## config.mk

```make
export PLATFORM = sky130hd
export DESIGN_NAME = smb_ptr_slave
export DESIGN_NICKNAME = d
export VERILOG_FILES = /design/src/rtl/smb_ptr_pkg.sv /design/src/rtl/smb_line_sync.sv /design/src/rtl/smb_cond_det.sv /design/src/rtl/smb_ptr_slave.sv
export SDC_FILE = /design/constraint.sdc
export NUM_CORES = 1
export LEC_CHECK = 0
export ABC_CLOCK_PERIOD_IN_PS = 4200
export BUFFER_PORTS_ARGS = -buffer_cell sky130_fd_sc_hd__clkbuf_2
export CAP_MARGIN = 20
export CORE_UTILIZATION = 25
export DETAILED_ROUTE_END_ITERATION = 8
export SLEW_MARGIN = 10
export SYNTH_ARGS = -nofsm -noshare
export SYNTH_HDL_FRONTEND = slang
export SYNTH_SLANG_ARGS = --single-unit
```

## constraint.sdc

```tcl
create_clock -name clk_i -period 4.2 [get_ports clk_i]
set_clock_uncertainty 0.05 [all_clocks]
set_input_delay 0.63 -clock clk_i [delete_from_list [all_inputs] [get_ports clk_i]]
set_output_delay 0.63 -clock clk_i [all_outputs]
set_load 0.005 [all_outputs]
```

## src/rtl/smb_ptr_pkg.sv

```systemverilog
package smb_ptr_pkg;
  localparam int unsigned BYTE_W = 8;

  typedef enum logic [2:0] {
    ST_IDLE,
    ST_ADDR,
    ST_PTR,
    ST_DATA,
    ST_TX,
    ST_ACK,
    ST_MACK,
    ST_DROP
  } smb_st_e;
endpackage

```

## src/rtl/smb_line_sync.sv

```systemverilog
module smb_line_sync #(
  parameter int unsigned STAGES  = 2,
  parameter logic        RST_VAL = 1'b1
) (
  input  logic clk_i,
  input  logic rst_ni,
  input  logic line_i,
  output logic sync_o,
  output logic prev_o
);
  logic [STAGES-1:0] sr_q;

  generate
    if (STAGES == 1) begin : g_one
      always_ff @(posedge clk_i or negedge rst_ni) begin
        if (!rst_ni) sr_q <= RST_VAL;
        else         sr_q <= line_i;
      end
    end else begin : g_chain
      always_ff @(posedge clk_i or negedge rst_ni) begin
        if (!rst_ni) sr_q <= {STAGES{RST_VAL}};
        else         sr_q <= {sr_q[STAGES-2:0], line_i};
      end
    end
  endgenerate

  always_ff @(posedge clk_i or negedge rst_ni) begin
    if (!rst_ni) prev_o <= RST_VAL;
    else         prev_o <= sr_q[STAGES-1];
  end

  assign sync_o = sr_q[STAGES-1];
endmodule

```

## src/rtl/smb_cond_det.sv

```systemverilog
module smb_cond_det (
  input  logic scl_s_i,
  input  logic scl_p_i,
  input  logic sda_s_i,
  input  logic sda_p_i,
  output logic scl_rise_o,
  output logic scl_fall_o,
  output logic start_o,
  output logic stop_o
);
  logic scl_hold;

  assign scl_hold   = scl_s_i & scl_p_i;
  assign scl_rise_o = scl_s_i & ~scl_p_i;
  assign scl_fall_o = ~scl_s_i & scl_p_i;
  // SDA edges while SCL stays high are bus conditions
  assign start_o    = scl_hold & sda_p_i & ~sda_s_i;
  assign stop_o     = scl_hold & ~sda_p_i & sda_s_i;
endmodule

```

## src/rtl/smb_ptr_slave.sv

```systemverilog
module smb_ptr_slave
  import smb_ptr_pkg::*;
#(
  parameter logic [6:0]  SLV_ADDR    = 7'h2E,
  parameter int unsigned SYNC_STAGES = 2
) (
  input  logic                clk_i,
  input  logic                rst_ni,
  input  logic                scl_i,
  input  logic                sda_i,
  output logic                sda_oe_o,
  output logic [BYTE_W-1:0]   reg_addr_o,
  output logic [BYTE_W-1:0]   reg_wdata_o,
  output logic                reg_we_o,
  input  logic [BYTE_W-1:0]   reg_rdata_i
);
  localparam int unsigned CNT_W   = $clog2(BYTE_W);
  localparam logic [CNT_W-1:0] CNT_LAST = CNT_W'(BYTE_W - 1);

  logic scl_s, scl_p, sda_s, sda_p;
  logic scl_rise, scl_fall, start_det, stop_det;

  smb_line_sync #(.STAGES(SYNC_STAGES), .RST_VAL(1'b1)) u_scl_sync (
    .clk_i (clk_i), .rst_ni(rst_ni), .line_i(scl_i), .sync_o(scl_s), .prev_o(scl_p)
  );

  smb_line_sync #(.STAGES(SYNC_STAGES), .RST_VAL(1'b1)) u_sda_sync (
    .clk_i (clk_i), .rst_ni(rst_ni), .line_i(sda_i), .sync_o(sda_s), .prev_o(sda_p)
  );

  smb_cond_det u_cond (
    .scl_s_i   (scl_s),
    .scl_p_i   (scl_p),
    .sda_s_i   (sda_s),
    .sda_p_i   (sda_p),
    .scl_rise_o(scl_rise),
    .scl_fall_o(scl_fall),
    .start_o   (start_det),
    .stop_o    (stop_det)
  );

  smb_st_e           st_q, nxt_q;
  logic [CNT_W-1:0]  cnt_q;
  logic              full_q;
  logic [BYTE_W-1:0] rx_q, tx_q, ptr_q, wdata_q;
  logic              oe_q, we_q;

  always_ff @(posedge clk_i or negedge rst_ni) begin
    if (!rst_ni) begin
      st_q    <= ST_IDLE;
      nxt_q   <= ST_IDLE;
      cnt_q   <= '0;
      full_q  <= 1'b0;
      rx_q    <= '0;
      tx_q    <= '0;
      ptr_q   <= '0;
      wdata_q <= '0;
      oe_q    <= 1'b0;
      we_q    <= 1'b0;
    end else begin
      we_q <= 1'b0;
      if (stop_det) begin
        st_q   <= ST_IDLE;
        oe_q   <= 1'b0;
        full_q <= 1'b0;
        cnt_q  <= '0;
      end else if (start_det) begin
        st_q   <= ST_ADDR;
        oe_q   <= 1'b0;
        full_q <= 1'b0;
        cnt_q  <= '0;
      end else begin
        unique case (st_q)
          ST_ADDR, ST_PTR, ST_DATA: begin
            if (scl_rise) begin
              rx_q   <= {rx_q[BYTE_W-2:0], sda_s};
              cnt_q  <= cnt_q + 1'b1;
              full_q <= (cnt_q == CNT_LAST);
            end else if (scl_fall && full_q) begin
              full_q <= 1'b0;
              cnt_q  <= '0;
              if (st_q == ST_ADDR) begin
                if (rx_q[BYTE_W-1:1] == SLV_ADDR) begin
                  oe_q  <= 1'b1;
                  st_q  <= ST_ACK;
                  nxt_q <= rx_q[0] ? ST_TX : ST_PTR;
                end else begin
                  st_q <= ST_DROP;
                end
              end else if (st_q == ST_PTR) begin
                ptr_q <= rx_q;
                oe_q  <= 1'b1;
                st_q  <= ST_ACK;
                nxt_q <= ST_DATA;
              end else begin
                wdata_q <= rx_q;
                we_q    <= 1'b1;
                oe_q    <= 1'b1;
                st_q    <= ST_ACK;
                nxt_q   <= ST_DROP;   // later bytes go unacknowledged
              end
            end
          end
          ST_ACK: begin
            if (scl_fall) begin
              st_q  <= nxt_q;
              cnt_q <= '0;
              if (nxt_q == ST_TX) begin
                tx_q <= reg_rdata_i;
                oe_q <= ~reg_rdata_i[BYTE_W-1];
              end else begin
                oe_q <= 1'b0;
              end
            end
          end
          ST_TX: begin
            if (scl_rise) begin
              cnt_q  <= cnt_q + 1'b1;
              full_q <= (cnt_q == CNT_LAST);
            end else if (scl_fall) begin
              if (full_q) begin
                full_q <= 1'b0;
                oe_q   <= 1'b0;
                st_q   <= ST_MACK;
              end else begin
                tx_q <= {tx_q[BYTE_W-2:0], 1'b0};
                oe_q <= ~tx_q[BYTE_W-2];
              end
            end
          end
          ST_MACK: begin
            if (scl_fall) st_q <= ST_DROP;
          end
          default: ;
        endcase
      end
    end
  end

  assign sda_oe_o    = oe_q;
  assign reg_addr_o  = ptr_q;
  assign reg_wdata_o = wdata_q;
  assign reg_we_o    = we_q;

  // enable is frozen while SCL is held high outside bus conditions
  assert_oe_scl_low_R9: assert property (@(posedge clk_i) disable iff (!rst_ni)
    (scl_s && scl_p && !start_det && !stop_det) |=> $stable(sda_oe_o));

  // strobe is one cycle and coincides with the acknowledge drive
  assert_we_single_R3: assert property (@(posedge clk_i) disable iff (!rst_ni)
    reg_we_o |=> !reg_we_o);
  assert_we_with_ack_R3: assert property (@(posedge clk_i) disable iff (!rst_ni)
    reg_we_o |-> (sda_oe_o && st_q == ST_ACK));

  // pointer moves only when a pointer byte completes
  assert_ptr_hold_R6: assert property (@(posedge clk_i) disable iff (!rst_ni)
    !$stable(ptr_q) |-> ($past(st_q) == ST_PTR));

  // ignored phases never pull SDA
  assert_drop_quiet_R10: assert property (@(posedge clk_i) disable iff (!rst_ni)
    (st_q == ST_DROP) |-> !sda_oe_o);

  // a STOP releases the line and parks the sequencer
  assert_stop_release_R8: assert property (@(posedge clk_i) disable iff (!rst_ni)
    stop_det |=> (!sda_oe_o && st_q == ST_IDLE));


  always_ff @(posedge clk_i) begin
    if (!rst_ni) assert_reset_quiet_R11: assert (!sda_oe_o && !reg_we_o);
  end
endmodule

```

==> impl_metrics.json <==
{
  "run_status": "finished clean",
  "synth_compound_gate_area_share": 0.0874,
  "synthCells": 194,
  "grt_start_max_net_pins": 35,
  "path_cells": "ha_1 -> nand2_1 -> nor2_1 -> nor4b_4 -> and2b_1 -> mux2_4",
  "path_delay_family": "simple AND/OR/NAND/NOR gates",
  "start_util": 0.261,
  "cp-end-kind": "flop",
  "numCtsBuffers": 5,
  "grt_overflow_total": 0,
  "vdd_ir_drop_max_v": 0.000150,
  "critPathMaxStageDelay_ns": 0.55,
  "synth-main-ff-cell": "dfrtp_1",
  "synth_xor_xnor_area_share": 0.00720,
  "cts_hold_buffers": 0,
  "switching_power_w": 0.000474,
  "yosys.area_share.simple": 0.136,
  "muxShareOfSynthArea": 0.187,
  "clockBufferDepth": 2,
  "synth_fa_ha_area_frac": 0.0309,
  "setup_violations": 0,
  "p_seq_frac": 0.481,
  "ys_types": 47,
  "yosys-top-cells-area": "dfrtp_1, mux2_4, dfstp_2",
  "die_w_um": 101,
  "cp_slowest_cell": "dfstp_2",
  "yosysTopAreaCell": "dfrtp_1",
  "num_rows": 35,
  "clkPwrFrac": 0.234,
  "synth_seq_cells": 49,
  "ctsHtreeMaxLevel": 2,
  "power_density_nw_per_um2": 513,
  "critPathLaunchType": "flop",
  "post-route-util": 0.297,
  "arrival_ns": 2.49,
  "via_count": 1485,
  "critPathKind": "reg2reg",
  "cts_resized": 0,
  "die_h_um": 101,
  "syn_to_final_growth_pct": 13.9,
  "numPortBuffers": 29,
  "min_period_over_period": 0.560,
  "hp-class": "in2async",
  "synth_top_area_share": 0.442,
  "grtUsageTotal": 0.0958,
  "swShare": 0.334,
  "async_reset_ff_frac": 1.00,
  "grt_pass1_vias": 1490,
  "slew_headroom": 0.593,
  "cts_sinks": 49,
  "grt_first_pass_wirelength_um": 7480,
  "finalHoldViolations": 0,
  "drv_slew": 0,
  "tritoncts": "done",
  "cap_violations": 0,
  "syn_area_per_cell_um2": 12.5,
  "netlist_area_um2": 2430,
  "io_pins": 30,
  "cts_setup_buffers": 0,
  "worstPathMaxFanout": 9,
  "vias_per_cell": 4.23,
  "fin_crit_ns": 2.35,
  "ant_nets": 0,
  "fin_tns_setup_ns": 0,
  "p_int_w": 0.000947,
  "nNetsFinal": 239,
  "synth_top_family_by_area": "multiplexers",
  "cp_data_required_time_ns": 4.34,
  "grt_setup_unrepaired": "false",
  "clkTransAtPathRegs_ns": 0.09,
  "drt_iter0_markers": 55,
  "drt-wirelength-per-cell_um": 12.7,
  "yosysMostFrequentCell": "dfrtp_1",
  "combPwrFrac": 0.285,
  "die_area_um2": 10100,
  "antennaDiodeCount": 0,
  "coreArea_um2": 9330,
  "fillers": 939,
  "worstSkewPairLatency_ns": 0.30,
  "drive_gt1_frac": 0.338,
  "worst_pin_slew_ns": 0.608,
  "critical_path_buf_inv_count": 0,
  "wirelength_um": 4440,
  "place_congestion": 0.867,
  "drc": 0,
  "fmax_mhz": 425,
  "antenna_found_initial": 0,
  "synth_common_cells": "dfrtp_1, mux2_4, nor2_1",
  "seq_area_frac_synth": 0.507,
  "ys.warnings.count": 0,
  "synth_edf_count": 0,
  "root_buffer": "clkbuf_8",
  "p_leak_nw": 1.30,
  "dr.pass1.iters": 5,
  "syn_nets": 212,
  "dp_hpwl_um": 3200
}
final cells by class:
class | count | area, um^2 | share of cell area
Clock buffer | 6 | 72.6 | 0.0262
Clock inverter | 2 | 38.8 | 0.0140
Inverter | 6 | 22.5 | 0.00813
Multi-Input combinational cell | 129 | 1090 | 0.393
Sequential cell | 49 | 1230 | 0.445
Tap cell | 129 | 161 | 0.0582
Timing Repair Buffer | 30 | 153 | 0.0551
worst register-to-register path, stage by stage, from the launching register on:
cell and delay, ns:
dfstp_2 0.55, ha_1 0.26, nand2_1 0.11, nor2_1 0.15
nor4b_4 0.26, and2b_1 0.51, mux2_4 0.35
flip-flops by register name (all words and copies together) (netlist names), 2 cells and up:
signal           flops
u_sda_sync.sr_q      2
u_scl_sync.sr_q      2
rx_q                 8
st_q                 3
reg_wdata_o          8
nxt_q                3
cnt_q                3
tx_q                 7
reg_addr_o           8
power by group through the flow:
stage	sequential (W)	clock, W	combinational [W]
after global routing	0.000702	0.000370	0.000458
after floorplan	0.000629	0	0.000394
final	0.000683	0.000333	0.000405
after CTS	0.000683	0.000347	0.000410
after detailed placement	0.000691	0	0.000408
after global placement	0.000689	0	0.000407
path summary, 6_finish.rpt:
| path | from | slack, ns | endpoint | cells after the start |
|---|---|---|---|---|
| max in group asynchronous | rst_ni | 3.12 | u_sda_sync.prev_o$_DFF_PN1_ | 2 |
| min in group clk_i | u_sda_sync.sr_q[0]$_DFF_PN1_ | 0.31 | u_sda_sync.sr_q[1]$_DFF_PN1_ | 0 |
| max reg2reg | u_scl_sync.prev_o$_DFF_PN1_ | 1.85 | reg_addr_o[2]$_DFFE_PN0P_ | 6 |
| min reg2reg | u_sda_sync.sr_q[0]$_DFF_PN1_ | 0.31 | u_sda_sync.sr_q[1]$_DFF_PN1_ | 0 |
| min | rst_ni | 0.20 | tx_q[5]$_DFFE_PN0P_ | 1 |
| max | u_scl_sync.prev_o$_DFF_PN1_ | 1.85 | reg_addr_o[2]$_DFFE_PN0P_ | 6 |
kinds of logic after synthesis:
family          after synthesis
simple gates                 52
fa+ha+maj                     6
buf+inv                      16
mux                          36
xor+xnor                      2
flops                        49
compound gates               33
routing by layer:
layer | vias to the layer above | wire, um | global-route usage
li1 | 738 | - | -
met1 | 699 | 2190 | 0.132
met2 | 42 | 1910 | 0.139
met3 | 6 | 281 | 0.0354
met4 | 0 | 54 | 0.0301
met5 | - | 0 | 0
per-stage QoR:
stage	worst slack (ns)	hold slack [ns]	cells	area, um^2	power, W
final	1.85	0.196	351	2770	0.00142
after global routing	1.71	0.215	351	2770	0.00153
after CTS	1.85	0.203	351	2770	0.00144
after detailed placement	1.86	0.297	343	2660	0.00110
after global placement	1.91	0.297	343	2660	0.00110
after floorplan	2.25	0.284	194	2430	0.00102
placed cells by master (no fill, tap or decap), types with 3 or more instances in the layout:
| cell type | instances |
|---|---|
| a21boi_0 | 4 |
| a21oi_1 | 10 |
| and2_1 | 3 |
| clkbuf_2 | 29 |
| clkbuf_8 | 5 |
| dfrtp_1 | 43 |
| dfstp_2 | 6 |
| ha_1 | 6 |
| inv_1 | 6 |
| mux2_2 | 10 |
| mux2_4 | 16 |
| mux2i_1 | 9 |
| nand2_1 | 7 |
| nand2b_1 | 3 |
| nand3_1 | 3 |
| nand3b_1 | 3 |
| nor2_1 | 13 |
| nor2b_1 | 3 |
| nor3_1 | 3 |
| o21ai_0 | 6 |
Power figures use the tool's default switching activity.
